===== src/rtl/i2cmem_pkg.sv =====
package i2cmem_pkg;

  typedef enum logic [2:0] {
    ST_IDLE,
    ST_RX,
    ST_ACK,
    ST_TX,
    ST_MACK
  } bus_state_t;

  typedef enum logic [1:0] {
    K_DEV,
    K_AHI,
    K_ALO,
    K_DATA
  } byte_kind_t;

  function automatic logic [15:0] ptr_step(input logic [15:0] p, input logic [15:0] mask);
    return (p + 16'd1) & mask;
  endfunction

  function automatic logic [15:0] ptr_join(input logic [7:0] hi, input logic [7:0] lo,
                                           input logic [15:0] mask);
    return {hi, lo} & mask;
  endfunction

  function automatic logic dev_match(input logic [7:0] b, input logic [6:0] dev);
    return b[7:1] == dev;
  endfunction

  function automatic byte_kind_t kind_after(input byte_kind_t k);
    case (k)
      K_DEV:   return K_AHI;
      K_AHI:   return K_ALO;
      default: return K_DATA;
    endcase
  endfunction

endpackage


===== src/rtl/i2cmem_sync.sv =====
module i2cmem_sync #(
  parameter int STAGES = 2
) (
  input  logic clk,
  input  logic rst_n,
  input  logic scl_in,
  input  logic sda_in,
  output logic sda_s,
  output logic scl_rise,
  output logic scl_fall,
  output logic start_ev,
  output logic stop_ev
);
  // index 0 = SCL, index 1 = SDA
  logic [1:0] raw;
  logic [1:0] now;
  logic [1:0] last;

  assign raw = {sda_in, scl_in};

  for (genvar i = 0; i < 2; i++) begin : g_line
    logic [STAGES-1:0] q;
    always_ff @(posedge clk or negedge rst_n) begin
      if (!rst_n) q <= '1;
      else        q <= {q[STAGES-2:0], raw[i]};
    end
    assign now[i] = q[STAGES-1];
  end

  always_ff @(posedge clk or negedge rst_n) begin
    if (!rst_n) last <= 2'b11;
    else        last <= now;
  end

  assign sda_s    = now[1];
  assign scl_rise = now[0] & ~last[0];
  assign scl_fall = ~now[0] & last[0];
  assign start_ev = now[0] & last[0] & last[1] & ~now[1];
  assign stop_ev  = now[0] & last[0] & ~last[1] & now[1];
endmodule


===== src/rtl/i2cmem_ptr.sv =====
module i2cmem_ptr
  import i2cmem_pkg::*;
#(
  parameter int PTR_W = 15
) (
  input  logic             clk,
  input  logic             rst_n,
  input  logic             load,
  input  logic [7:0]       hi,
  input  logic [7:0]       lo,
  input  logic             inc,
  output logic [PTR_W-1:0] ptr
);
  localparam logic [15:0] PTR_MASK = 16'((32'd1 << PTR_W) - 32'd1);

  logic [PTR_W-1:0] ptr_q;

  always_ff @(posedge clk or negedge rst_n) begin
    if (!rst_n)    ptr_q <= '0;
    else if (load) ptr_q <= PTR_W'(ptr_join(hi, lo, PTR_MASK));
    else if (inc)  ptr_q <= PTR_W'(ptr_step(16'(ptr_q), PTR_MASK));
  end

  assign ptr = ptr_q;
endmodule


===== src/rtl/i2cmem_ctrl.sv =====
module i2cmem_ctrl
  import i2cmem_pkg::*;
#(
  parameter logic [6:0] DEV_ADDR = 7'h52
) (
  input  logic       clk,
  input  logic       rst_n,
  input  logic       scl_rise,
  input  logic       scl_fall,
  input  logic       start_ev,
  input  logic       stop_ev,
  input  logic       sda_s,
  input  logic       wr_inhibit,
  input  logic [7:0] ram_rdata,
  output logic       sda_oe,
  output logic       ram_we,
  output logic [7:0] ram_wdata,
  output logic       ptr_load,
  output logic [7:0] ptr_hi,
  output logic [7:0] ptr_lo,
  output logic       ptr_inc
);
  bus_state_t state;
  byte_kind_t kind;
  logic [3:0] cnt;
  logic [7:0] shreg;
  logic [7:0] hi_q;
  logic [7:0] txreg;
  logic       rw_q;
  logic       oe_q;
  logic       mack_q;

  logic byte_done;
  logic mack_take;

  assign byte_done = (state == ST_RX) && (cnt == 4'd8) && scl_fall && !wr_inhibit;
  assign ram_we    = byte_done && (kind == K_DATA);
  assign ptr_load  = byte_done && (kind == K_ALO);
  assign mack_take = (state == ST_MACK) && scl_rise && !sda_s && !wr_inhibit;
  assign ptr_inc   = ram_we | mack_take;
  assign ram_wdata = shreg;
  assign ptr_hi    = hi_q;
  assign ptr_lo    = shreg;
  assign sda_oe    = oe_q;

  always_ff @(posedge clk or negedge rst_n) begin
    if (!rst_n) begin
      state  <= ST_IDLE;
      kind   <= K_DEV;
      cnt    <= '0;
      shreg  <= '0;
      hi_q   <= '0;
      txreg  <= '0;
      rw_q   <= 1'b0;
      oe_q   <= 1'b0;
      mack_q <= 1'b0;
    end else if (wr_inhibit || stop_ev) begin
      state <= ST_IDLE;
      oe_q  <= 1'b0;
    end else if (start_ev) begin
      state  <= ST_RX;
      kind   <= K_DEV;
      cnt    <= '0;
      oe_q   <= 1'b0;
      mack_q <= 1'b0;
    end else begin
      case (state)
        ST_RX: begin
          if (scl_rise && cnt != 4'd8) begin
            shreg <= {shreg[6:0], sda_s};
            cnt   <= cnt + 4'd1;
          end else if (byte_done) begin
            if (kind == K_DEV && !dev_match(shreg, DEV_ADDR)) begin
              state <= ST_IDLE;
            end else begin
              oe_q  <= 1'b1;
              state <= ST_ACK;
              if (kind == K_DEV) rw_q <= shreg[0];
              if (kind == K_AHI) hi_q <= shreg;
            end
          end
        end
        ST_ACK: begin
          if (scl_fall) begin
            if (kind == K_DEV && rw_q) begin
              state <= ST_TX;
              txreg <= ram_rdata;
              oe_q  <= ~ram_rdata[7];
            end else begin
              state <= ST_RX;
              kind  <= kind_after(kind);
              oe_q  <= 1'b0;
            end
            cnt <= '0;
          end
        end
        ST_TX: begin
          if (scl_rise) begin
            cnt <= cnt + 4'd1;
          end else if (scl_fall) begin
            if (cnt == 4'd8) begin
              oe_q   <= 1'b0;
              state  <= ST_MACK;
              mack_q <= 1'b0;
            end else begin
              txreg <= {txreg[6:0], 1'b0};
              oe_q  <= ~txreg[6];
            end
          end
        end
        ST_MACK: begin
          if (scl_rise) begin
            if (!sda_s) mack_q <= 1'b1;
            else        state  <= ST_IDLE;
          end else if (scl_fall && mack_q) begin
            state  <= ST_TX;
            txreg  <= ram_rdata;
            oe_q   <= ~ram_rdata[7];
            cnt    <= '0;
            mack_q <= 1'b0;
          end
        end
        default: ;
      endcase
    end
  end
endmodule


===== src/rtl/i2c_ram_slave.sv =====
module i2c_ram_slave
  import i2cmem_pkg::*;
#(
  parameter logic [6:0] DEV_ADDR    = 7'h52,
  parameter int         PTR_W       = 15,
  parameter int         SYNC_STAGES = 2
) (
  input  logic             clk,
  input  logic             rst_n,
  input  logic             scl_in,
  input  logic             sda_in,
  output logic             sda_oe,
  input  logic             wr_inhibit,
  output logic [PTR_W-1:0] ram_addr,
  output logic             ram_we,
  output logic [7:0]       ram_wdata,
  input  logic [7:0]       ram_rdata
);
  logic       sda_s;
  logic       scl_rise;
  logic       scl_fall;
  logic       start_ev;
  logic       stop_ev;
  logic       ptr_load;
  logic       ptr_inc;
  logic [7:0] ptr_hi;
  logic [7:0] ptr_lo;

  i2cmem_sync #(.STAGES(SYNC_STAGES)) u_sync (
    .clk      (clk),
    .rst_n    (rst_n),
    .scl_in   (scl_in),
    .sda_in   (sda_in),
    .sda_s    (sda_s),
    .scl_rise (scl_rise),
    .scl_fall (scl_fall),
    .start_ev (start_ev),
    .stop_ev  (stop_ev)
  );

  i2cmem_ctrl #(.DEV_ADDR(DEV_ADDR)) u_ctrl (
    .clk        (clk),
    .rst_n      (rst_n),
    .scl_rise   (scl_rise),
    .scl_fall   (scl_fall),
    .start_ev   (start_ev),
    .stop_ev    (stop_ev),
    .sda_s      (sda_s),
    .wr_inhibit (wr_inhibit),
    .ram_rdata  (ram_rdata),
    .sda_oe     (sda_oe),
    .ram_we     (ram_we),
    .ram_wdata  (ram_wdata),
    .ptr_load   (ptr_load),
    .ptr_hi     (ptr_hi),
    .ptr_lo     (ptr_lo),
    .ptr_inc    (ptr_inc)
  );

  i2cmem_ptr #(.PTR_W(PTR_W)) u_ptr (
    .clk   (clk),
    .rst_n (rst_n),
    .load  (ptr_load),
    .hi    (ptr_hi),
    .lo    (ptr_lo),
    .inc   (ptr_inc),
    .ptr   (ram_addr)
  );
endmodule


===== config.mk =====
export PLATFORM = sky130hd
export DESIGN_NAME = i2c_ram_slave
export DESIGN_NICKNAME = d
export VERILOG_FILES = /design/src/rtl/i2cmem_pkg.sv /design/src/rtl/i2cmem_sync.sv /design/src/rtl/i2cmem_ptr.sv /design/src/rtl/i2cmem_ctrl.sv /design/src/rtl/i2c_ram_slave.sv
export SDC_FILE = /design/constraint.sdc
export NUM_CORES = 1
export LEC_CHECK = 0
export ABC_AREA = 1
export BUFFER_PORTS_ARGS = -buffer_cell sky130_fd_sc_hd__buf_4
export CORE_MARGIN = 5
export CORE_UTILIZATION = 55
export DETAILED_ROUTE_END_ITERATION = 12
export HOLD_SLACK_MARGIN = 0.03
export PLACE_DENSITY = 0.76
export SYNTH_ARGS = -nofsm -noshare
export SYNTH_HDL_FRONTEND = slang
export SYNTH_SLANG_ARGS = --single-unit
export TNS_END_PERCENT = 30

===== constraint.sdc =====
create_clock -name clk -period 3.3 [get_ports clk]
set_input_delay 0.495 -clock clk [delete_from_list [all_inputs] [get_ports clk]]
set_output_delay 0.495 -clock clk [all_outputs]
set_load 0.01 [all_outputs]

==> flow_summary.rst, run 1 <==
.. list-table::
   :header-rows: 1

   * - Metric
     - Value
   * - Synth cell types
     - 33
   * - Yosys synthesis warning count
     - 0
   * - Final nets
     - 497
   * - Number of I/O pins
     - 38
   * - Commonest cells after routing, fill and taps aside
     - sky130_fd_sc_hd__nand2_1, sky130_fd_sc_hd__nor2_1, sky130_fd_sc_hd__dfrtp_1
   * - Post-detailed-route DRC marker count
     - 0
   * - CTS tree
     - built
   * - Area added between synthesis and finish
     - 13.0%
   * - Capturing point of the worst reg2reg path
     - u_ptr.ptr[7]
   * - Number of instances resized during post-cts repair
     - 0
   * - Worst endpoint required time
     - 2800 ps
   * - Hold WC Path Type
     - in2async
   * - Number of placement rows
     - 28
   * - Remaining antenna violation count after routing
     - 0
   * - Sequential fraction of design power
     - 49.8%
   * - Clock input transition at the sequential cells of the worst setup and hold paths
     - 110 ps
   * - Cell family contributing the most delay on the critical path
     - simple AND/OR/NAND/NOR gates
   * - Cells after synthesis
     - 444
   * - Flop-to-flop setup slack
     - 1320 ps
   * - Total routed wirelength
     - 7500 microns
   * - Effective utilization at floorplan
     - 55.8%
   * - Port buffer count
     - 37
   * - Final number of max-transition violations
     - 0
   * - Synthesized Nets
     - 460
   * - Number of buffers inserted to repair setup after CTS
     - 0
   * - Post-CTS Hold Buffers
     - 0
   * - Proportion of power drawn by combinational gates
     - 25.0%
   * - Net switching power
     - 0.000595 W
   * - Post-Place Cell Area
     - 3580 sq um
   * - Synthesized flop and latch total
     - 55
   * - Highest clock frequency the design can meet
     - 423 MHz
   * - Count of final setup violators
     - 0
   * - Clock period minus final worst setup slack
     - 2370 ps
   * - Count of buffer and inverter cells on the critical path
     - 2
   * - Core ar.
     - 5850 sq um
   * - Slowest library cell on the worst path
     - sky130_fd_sc_hd__dfrtp_1
   * - Sum of overflow across all layers after global routing
     - 0
   * - Result of the run
     - finished, final reports clean
   * - Pin count of the biggest net entering global routing
     - 56
   * - Critical path startpoint category
     - flop
   * - Critical R2R Launch
     - u_sync.g_line[0].q[1]
   * - Final HPWL from detailed placement
     - 5500 microns
   * - Total number of vias
     - 3009
   * - Initial antenna violation count
     - 0
   * - Switching fraction of total power
     - 35.6%
   * - Global-route wire length before repair
     - 13100 microns
   * - DR iter-0 viols
     - 208
   * - Buffers from clock root to sink, at most
     - 2
   * - Sinks on the clock net
     - 55
   * - Maximum vdd ir drop
     - 0.320 mV
   * - Buffer type at the clock tree root
     - sky130_fd_sc_hd__clkbuf_8
   * - Final period util
     - 71.7%
   * - Share of final-layout standard cells stronger than drive strength 1
     - 17.0%
   * - Vias in the first global route
     - 2814
   * - Mean routed wirelength per cell
     - 13.5 microns
   * - Floorplan die area
     - 7570 sq um
   * - Max-slew headroom
     - 55.1%
   * - Via density per instance
     - 5.40
   * - Start point of the critical path
     - u_ctrl.cnt[0]
   * - Total negative setup slack
     - 0 ps
   * - Top fanout value on the critical path
     - 8
   * - Clk Latency, worst-skew pair
     - 320 ps
   * - Final Hold Viols
     - 0
   * - Initial DRT Pass Iterations
     - 5
   * - Leakage power of the design
     - 1.89 nW
   * - All-Layer GR Usage
     - 21.7%
   * - Clock Power Share
     - 25.2%
   * - Design Power
     - 0.00167 W
   * - Cell depth of the worst setup path
     - 9
   * - Worst Setup EP
     - ram_we
   * - Worst Tran Pin Value
     - 673 ps
   * - Footprint of the multi-input gates
     - 1630 sq um
   * - Kind of critical path
     - reg2out
   * - Capturing element type of the critical path
     - output pin
   * - Endpoint arrival time on the critical path
     - 1870 ps
   * - RSZ-0062 raised after global routing
     - false
   * - Pwr dens
     - 454 nW/um^2
   * - Area taken by flip-flops and latches
     - 1380 sq um
   * - Count of H-tree levels built during CTS
     - 2
   * - Synthesized area per cell
     - 7.35 sq um
   * - Layout fillers
     - 519
   * - Chip Width
     - 87.0 microns
   * - Post-route standard cell area excluding fillers
     - 3680 sq um
   * - Portion of the post-synthesis area used by sequential elements
     - 42.4%
   * - Synth Cell Area
     - 3260 sq um
   * - Cell mode on critical path
     - sky130_fd_sc_hd__nor2_1
   * - Leading cell type in the layout, fill and taps excluded
     - sky130_fd_sc_hd__nand2_1
   * - Chain of cells forming the critical path
     - inv_1, ha_1, nand2_1, nor2_1, nand3_2, nor2_8, nand2_4, nor2_1, buf_4
   * - Maximum single-stage delay on the critical path
     - 440 ps
   * - Placer's final routability congestion estimate
     - 0.967
   * - CTS Buf Count
     - 5
   * - Logic depth of the worst register-to-register path
     - 10
   * - Worst clock skew
     - 8.00 ps
   * - Antenna Diode Count
     - 0
   * - Internal power component
     - 0.00108 W
   * - Die span in y
     - 87.0 microns
   * - Count of max-cap constraint violations
     - 0
-- routing by layer --
metal	track usage, %	share of wire (%)	up-vias
met5	0	0	-
met2	33.1	44	119
li1	-	-	1494
met4	5.67	1.4	0
met3	4.26	7.9	13
met1	31.5	46	1383
-- power groups by stage --
stage	clock, W	combinational, W	sequential, W
after detailed placement	0	0.000413	0.000847
after floorplan	0	0.000237	0.000852
after CTS	0.000428	0.000416	0.000833
after global routing	0.000460	0.000474	0.000846
final	0.000422	0.000418	0.000833
after global placement	0	0.000405	0.000843
-- metrics by stage --
stage          cells  hold WS, ps  setup slack [ps]  util (%)
3_3_place_gp     549          346              1290      61.2
5_1_grt          557          244               772      63.0
2_1_floorplan    444          199              1460         -
4_1_cts          557          234               925      63.0
6_report         557          209               934      63.0
3_5_place_dp     549          349              1290      61.2
-- Yosys cell counts --
cell type                  count  area [sq um]
sky130_fd_sc_hd__nand2_1     128           480
sky130_fd_sc_hd__nor2_1       52           195
sky130_fd_sc_hd__dfrtp_1      49          1230
sky130_fd_sc_hd__inv_1        44           165
sky130_fd_sc_hd__o21ai_0      32           160
sky130_fd_sc_hd__nand3_1      31           155
sky130_fd_sc_hd__a21oi_1      19          95.1
sky130_fd_sc_hd__o21ai_1      14          70.1
sky130_fd_sc_hd__inv_2         8          30.0
sky130_fd_sc_hd__xor2_1        7          61.3
sky130_fd_sc_hd__dfstp_2       6           158
sky130_fd_sc_hd__xnor2_1       6          52.6
sky130_fd_sc_hd__nand2_2       5          31.3
sky130_fd_sc_hd__nor2_2        5          31.3
sky130_fd_sc_hd__nand3_2       4          40.0
sky130_fd_sc_hd__ha_1          3          37.5
sky130_fd_sc_hd__nor2_4        3          33.8
sky130_fd_sc_hd__nor3_1        3          15.0
sky130_fd_sc_hd__a31oi_1       2          12.5
sky130_fd_sc_hd__buf_2         2          10.0
sky130_fd_sc_hd__buf_4         2          15.0
sky130_fd_sc_hd__buf_6         2          22.5
sky130_fd_sc_hd__nand2_4       2          22.5
sky130_fd_sc_hd__nand3_4       2          35.0
sky130_fd_sc_hd__nand4_1       2          12.5
sky130_fd_sc_hd__o211ai_1      2          15.0
sky130_fd_sc_hd__o21bai_1      2          15.0
sky130_fd_sc_hd__o31ai_1       2          15.0
sky130_fd_sc_hd__a21boi_0      1          7.51
sky130_fd_sc_hd__clkbuf_1      1          3.75
sky130_fd_sc_hd__nand3b_1      1          7.51
sky130_fd_sc_hd__nor2_8        1          20.0
sky130_fd_sc_hd__nor3_2        1          10.0
-- registers in the layout (all words and copies together) (netlist names) --
signal and flops:
u_ctrl.mack_q 1, u_sync.last 2, u_ctrl.ptr_hi 7, u_ctrl.rw_q 1, u_ptr.ptr 15, u_ctrl.txreg 7, u_ctrl.kind 2, u_sync.g_line.q 4
u_ctrl.cnt 4, u_ctrl.ptr_lo 8, u_ctrl.sda_oe 1, u_ctrl.state 3
-- worst min path at each step --
stage	startpoint	to	slack, ps
after global placement	u_sync.g_line[1].q[0]	u_sync.g_line[1].q[1]	350
after detailed placement	u_sync.g_line[0].q[0]	u_sync.g_line[0].q[1]	350
after floorplan	rst_n	u_ctrl.cnt[0]	200
after global routing	sda_in	u_sync.g_line[1].q[0]	240
final	rst_n	u_ptr.ptr[8]	210
after CTS	rst_n	u_ptr.ptr[7]	230
-- final cells by class --
type,instances,share of cell area [%]
multi-input cells,330,44.3
flip-flops and latches,55,37.6
repair buffers,37,7.54
inverters,52,5.30
well taps,75,2.55
clock buffers,5,1.87
clock inverters,3,0.917
-- logic make-up (layout without fill, tap and decap cells) --
group	Yosys count	count (layout)	share of synthesized area, %
adders and majority gates	3	3	1.15
and+or+nand+nor	240	240	33.4
buffers and inverters	59	97	7.56
xor gates and xnor gates	13	13	3.49
DFF	55	55	42.4
AOI/OAI and AO/OA	74	74	12.0
(Power assumes the default switching activity.)
==> inputs of run 2 (changes only) <==
- clock period: 3.3 -> 2.45 ns (I/O delays scaled with it)
==> run 2 against run 1 <==
Total power increased by 34%. Critical endpoint unchanged. Worst hold slack got worse by 140 ps. Highest routed layer unchanged. Clock power is 32% higher. Critical path type unchanged. Via count shrank 0.83%. Global-route usage down 0.87 points. Register-to-register slack got worse by 830 ps. First-iteration DRC count is 45% higher.
==> flow_summary.rst, run 2 (synthesis gave the netlist of run 1 again) <==
.. list-table::
   :header-rows: 1

   * - Metric
     - Value
   * - Placer's final routability congestion estimate
     - 0.915
   * - RSZ-0062 raised after global routing
     - false
   * - Leading cell type in the layout, fill and taps excluded
     - sky130_fd_sc_hd__nand2_1
   * - DP Worst Slack
     - 508 ps
   * - Critical path startpoint category
     - flop
   * - All-Layer GR Usage
     - 20.8%
   * - Number of buffers inserted to repair setup after CTS
     - 0
   * - Critical R2R Launch
     - u_ctrl.cnt[0]
   * - DR iter-0 viols
     - 302
   * - Effective utilization at floorplan
     - 55.8%
   * - Post-detailed-route DRC marker count
     - 0
   * - CTS tree
     - built
   * - Result of the run
     - finished, final reports clean
   * - Number of I/O pins
     - 38
   * - Initial DRT Pass Iterations
     - 6
   * - Worst clock skew
     - 12.8 ps
   * - Capturing element type of the critical path
     - output pin
   * - Area added between synthesis and finish
     - 13.2%
   * - Number of placed instances, taps included
     - 550
   * - Post-CTS Hold Buffers
     - 0
   * - Post-layout instance count excluding filler cells
     - 558
   * - Chip Width
     - 87.0 microns
   * - Worst Hold Slack
     - 73.4 ps
   * - Via density per instance
     - 5.35
   * - Count of final setup violators
     - 0
   * - Floorplan die area
     - 7570 sq um
   * - Worst Slack Setup Final
     - 176 ps
   * - Die span in y
     - 87.0 microns
   * - Clock input transition at the sequential cells of the worst setup and hold paths
     - 110 ps
   * - Worst endpoint required time
     - 2080 ps
   * - Post-Place Cell Area
     - 3590 sq um
   * - Final number of max-transition violations
     - 0
   * - Slowest library cell on the worst path
     - sky130_fd_sc_hd__dfrtp_1
   * - Clock period minus final worst setup slack
     - 2270 ps
   * - Hold WC Path Type
     - in2async
   * - Count of buffer and inverter cells on the critical path
     - 2
   * - Mean routed wirelength per cell
     - 13.4 microns
   * - Final Hold Viols
     - 0
   * - Vias in the first global route
     - 2643
   * - Maximum single-stage delay on the critical path
     - 440 ps
   * - Sinks on the clock net
     - 55
   * - Top fanout value on the critical path
     - 8
   * - Final HPWL from detailed placement
     - 5560 microns
   * - Core ar.
     - 5850 sq um
   * - Logic depth of the worst register-to-register path
     - 12
   * - Pwr dens
     - 606 nW/um^2
   * - Kind of critical path
     - reg2out
   * - CTS Buf Count
     - 5
   * - Total number of vias
     - 2984
   * - Initial antenna violation count
     - 0
   * - Number of instances resized during post-cts repair
     - 0
   * - Total negative setup slack
     - 0 ps
   * - Maximum vdd ir drop
     - 0.476 mV
   * - Capturing point of the worst reg2reg path
     - u_ptr.ptr[8]
   * - Global-route wire length before repair
     - 12600 microns
   * - Buffers from clock root to sink, at most
     - 2
   * - Cell mode on critical path
     - sky130_fd_sc_hd__nor2_1
   * - Count of H-tree levels built during CTS
     - 2
   * - Clk Latency, worst-skew pair
     - 320 ps
   * - Share of final-layout standard cells stronger than drive strength 1
     - 17.2%
   * - Worst Tran Pin Value
     - 677 ps
   * - Sum of overflow across all layers after global routing
     - 0
   * - Highest clock frequency the design can meet
     - 440 MHz
   * - Remaining antenna violation count after routing
     - 0
   * - Cell family contributing the most delay on the critical path
     - simple AND/OR/NAND/NOR gates
   * - Pin count of the biggest net entering global routing
     - 56
   * - Final nets
     - 498
   * - Port buffer count
     - 37
   * - Post-route standard cell area excluding fillers
     - 3690 sq um
   * - Chain of cells forming the critical path
     - inv_1, ha_1, nand2_1, nor2_1, nand3_2, nor2_8, nand2_4, nor2_1, buf_4
   * - Final period util
     - 92.8%
   * - Count of max-cap constraint violations
     - 0
   * - Buffer type at the clock tree root
     - sky130_fd_sc_hd__clkbuf_8
   * - Antenna Diode Count
     - 0
   * - Commonest cells after routing, fill and taps aside
     - sky130_fd_sc_hd__nand2_1, sky130_fd_sc_hd__nor2_1, sky130_fd_sc_hd__dfrtp_1
   * - Leakage power of the design
     - 1.89 nW
   * - Number of placement rows
     - 28
   * - Total routed wirelength
     - 7450 microns
   * - Endpoint arrival time on the critical path
     - 1910 ps
   * - Max-slew headroom
     - 54.9%
   * - Flip-flop count of the largest register after layout
     - 15
   * - Flop-to-flop setup slack
     - 490 ps
[run 2: how the worst max path moves through the flow]
| stage | from | to | slack [ps] | depth (start not counted) |
|---|---|---|---|---|
| after global routing | u_ctrl.cnt[0] | ram_we | 20 | 9 |
| after detailed placement | u_ctrl.cnt[0] | u_ptr.ptr[8] | 510 | 12 |
| after floorplan | u_ctrl.cnt[0] | ram_we | 740 | 8 |
| final | u_ctrl.cnt[0] | ram_we | 180 | 9 |
| after global placement | u_ctrl.cnt[0] | ram_we | 570 | 9 |
| after CTS | u_ctrl.cnt[0] | ram_we | 160 | 9 |
[run 2: stage by stage]
| step | util (%) | power, W |
|---|---|---|
| final | 63.1 | 0.00224 |
| after global routing | 63.1 | 0.00238 |
| after CTS | 63.1 | 0.00226 |
| after detailed placement | 61.4 | 0.00170 |
| after global placement | 61.4 | 0.00168 |
| after floorplan | - | 0.00147 |
[run 2: cell type report]
type	instances	area, sq um
clock buffers	5	68.8
clock inverters	3	33.8
fillers	558	2160
inverters	52	195
multi-input cells	330	1630
flip-flops and latches	55	1380
well taps	75	93.8
repair buffers	38	285
[run 2: per-layer routing]
layer	wire, microns	GRT usage (%)	vias to the layer above	part of all wire, %
li1	-	-	1494	-
met1	3680	31.8	1390	49
met2	3240	30.8	94	43
met3	481	3.50	6	6.5
met4	59	4.67	0	0.79
met5	0	0	-	0
[run 2: power breakdown]
part           internal, W  switching [W]  total [W]
Clock             0.000216       0.000339   0.000555
Sequential         0.00103      0.0000977    0.00113
Combinational     0.000207       0.000351   0.000558
Total              0.00145       0.000788    0.00224
==> inputs of run 3 (changes only) <==
- CELL_PAD_IN_SITES_DETAIL_PLACEMENT: default -> 1
- CELL_PAD_IN_SITES_GLOBAL_PLACEMENT: default -> 1
- CORE_UTILIZATION: 55 -> 46
- PLACE_DENSITY: 0.76 -> default
- PLACE_DENSITY_LB_ADDON: default -> 0.1
- clock period: 2.45 -> 2.8 ns (I/O delays scaled with it)
==> run 3 against run 2 <==
Clock skew is 0.85 ps higher. Combinational power is 12% lower. Critical path depth stayed put. Clock power decreased by 15%. Wire length is 16% higher. Final cell count grew 3.8%. Register-to-register slack gained 360 ps. Die area up 17%. Highest routed layer unchanged.
==> flow_summary.rst, run 3 (synthesis gave the netlist of run 1 again) <==
.. list-table::
   :header-rows: 1

   * - Metric
     - Value
   * - Result of the run
     - finished, final reports clean
   * - Footprint of the multi-input gates
     - 1630 sq um
   * - Count of final setup violators
     - 0
   * - Chip Width
     - 94.2 microns
   * - Number of instances resized during post-cts repair
     - 0
   * - Leading cell type in the layout, fill and taps excluded
     - sky130_fd_sc_hd__nand2_1
   * - Worst clock skew
     - 13.6 ps
   * - RSZ-0062 raised after global routing
     - false
   * - Clock period minus final worst setup slack
     - 2280 ps
   * - Count of max-cap constraint violations
     - 0
   * - Total routed wirelength
     - 8630 microns
   * - Final HPWL from detailed placement
     - 6670 microns
   * - Via density per instance
     - 5.18
   * - Worst Hold Slack
     - 131 ps
   * - Post-CTS Hold Buffers
     - 0
   * - Core ar.
     - 6830 sq um
   * - Endpoint arrival time on the critical path
     - 1860 ps
   * - Sinks on the clock net
     - 55
   * - Area added between synthesis and finish
     - 13.7%
   * - Initial DRT Pass Iterations
     - 5
   * - Final number of max-transition violations
     - 0
   * - Buffer type at the clock tree root
     - sky130_fd_sc_hd__clkbuf_8
   * - Buffers from clock root to sink, at most
     - 2
   * - Port buffer count
     - 37
   * - Sequential fraction of design power
     - 50.5%
   * - Number of buffers inserted to repair setup after CTS
     - 0
   * - Logic depth of the worst register-to-register path
     - 12
   * - Net switching power
     - 0.000685 W
   * - Proportion of power drawn by combinational gates
     - 25.2%
   * - Placer's final routability congestion estimate
     - 0.902
   * - Share of final-layout standard cells stronger than drive strength 1
     - 17.2%
   * - Finished Core Util
     - 54.3%
   * - Design Power
     - 0.00195 W
   * - All-Layer GR Usage
     - 21.0%
   * - Clk Latency, worst-skew pair
     - 320 ps
   * - Pwr dens
     - 525 nW/um^2
   * - Number of I/O pins
     - 38
   * - CTS Buf Count
     - 5
   * - Worst Slack Setup Final
     - 516 ps
   * - Critical path startpoint category
     - flop
   * - Final period util
     - 81.6%
   * - DP Worst Slack
     - 843 ps
   * - Number of placement rows
     - 30
   * - Pin count of the biggest net entering global routing
     - 56
   * - Switching fraction of total power
     - 35.2%
   * - Flip-flop count of the largest register after layout
     - 15
   * - Hold WC Path Type
     - in2async
   * - Worst Tran Pin Value
     - 723 ps
   * - Clock input transition at the sequential cells of the worst setup and hold paths
     - 110 ps
   * - Final Hold Viols
     - 0
   * - Kind of critical path
     - reg2out
   * - Total number of vias
     - 2999
   * - Worst endpoint required time
     - 2380 ps
   * - Initial antenna violation count
     - 0
   * - Count of H-tree levels built during CTS
     - 2
   * - Die span in y
     - 94.2 microns
   * - Floorplan die area
     - 8880 sq um
   * - Commonest cells after routing, fill and taps aside
     - sky130_fd_sc_hd__nand2_1, sky130_fd_sc_hd__nor2_1, sky130_fd_sc_hd__dfrtp_1
   * - Area taken by flip-flops and latches
     - 1380 sq um
   * - Vias in the first global route
     - 3099
   * - Highest clock frequency the design can meet
     - 438 MHz
   * - Maximum vdd ir drop
     - 0.241 mV
   * - Final nets
     - 498
   * - CTS tree
     - built
   * - Capturing element type of the critical path
     - output pin
   * - Internal power component
     - 0.00126 W
   * - DR iter-0 viols
     - 68
   * - Sum of overflow across all layers after global routing
     - 0
   * - Leakage power of the design
     - 1.88 nW
   * - Antenna Diode Count
     - 0
   * - Top fanout value on the critical path
     - 8
   * - Max-slew headroom
     - 51.8%
   * - Layout fillers
     - 904
   * - Mean routed wirelength per cell
     - 14.9 microns
   * - Global-route wire length before repair
     - 14700 microns
   * - Effective utilization at floorplan
     - 47.7%
   * - Clock Power Share
     - 24.3%
   * - Post-detailed-route DRC marker count
     - 0
   * - Total negative setup slack
     - 0 ps
   * - Remaining antenna violation count after routing
     - 0
[run 3: cell count changes in the layout (fill, tap and decap cells not counted)]
cell,previous run,this run
sky130_fd_sc_hd__clkinv_4,1,0
sky130_fd_sc_hd__clkinv_8,1,0
sky130_fd_sc_hd__clkinvlp_4,0,1
sky130_fd_sc_hd__inv_6,1,2
[run 3: power groups by stage]
| stage | logic [W] | clock network (W) | registers, W |
|---|---|---|---|
| 5_1_grt | 0.000559 | 0.000524 | 0.00100 |
| 3_5_place_dp | 0.000495 | 0 | 0.00100 |
| 6_report | 0.000491 | 0.000474 | 0.000984 |
| 3_3_place_gp | 0.000482 | 0 | 0.000995 |
| 2_1_floorplan | 0.000279 | 0 | 0.00100 |
| 4_1_cts | 0.000499 | 0.000486 | 0.000986 |
[run 3: path summary, 6_finish.rpt]
check | startpoint | endpoint | slack [ps]
hold / removal | rst_n | u_ctrl.ptr_lo[5] | 130
hold reg to reg | u_sync.g_line[0].q[0] | u_sync.g_line[0].q[1] | 360
setup reg to reg | u_ctrl.cnt[0] | u_ptr.ptr[8] | 850
min in group clk | scl_in | u_sync.g_line[0].q[0] | 200
max in group asynchronous | rst_n | u_ctrl.state[0] | 2170
setup / recovery | u_ctrl.cnt[0] | ram_we | 520
[run 3: final cells by class]
type                    count  share of cell area [%]
clock inverters             3                   0.675
inverters                  52                    5.26
clock buffers               5                    1.85
multi-input cells         330                    44.0
repair buffers             38                    7.69
flip-flops and latches     55                    37.3
well taps                  96                    3.24
[run 3: routing by layer]
metal	global-route usage (%)	share of wire, %	vias to the layer above
li1	-	-	1488
met4	5.54	1.4	0
met2	40.0	53	43
met1	23.9	42	1456
met5	0	0	-
met3	3.61	3.0	12
[run 3: through the flow]
stage               instance area [sq um]  std cells
finish                               3710        579
CTS                                  3710        579
floorplan                            3260        444
global route                         3710        579
global placement                     3620        571
detailed placement                   3620        571
[run 3: worst max-delay path: stages (launching register included)]
cell	delay [ps]
sky130_fd_sc_hd__dfrtp_1	430
sky130_fd_sc_hd__inv_1	70
sky130_fd_sc_hd__ha_1	160
sky130_fd_sc_hd__nand2_1	50
sky130_fd_sc_hd__nor2_1	150
sky130_fd_sc_hd__nand3_2	150
sky130_fd_sc_hd__nor2_8	210
sky130_fd_sc_hd__nand2_4	70
sky130_fd_sc_hd__nor2_1	110
sky130_fd_sc_hd__buf_4	130
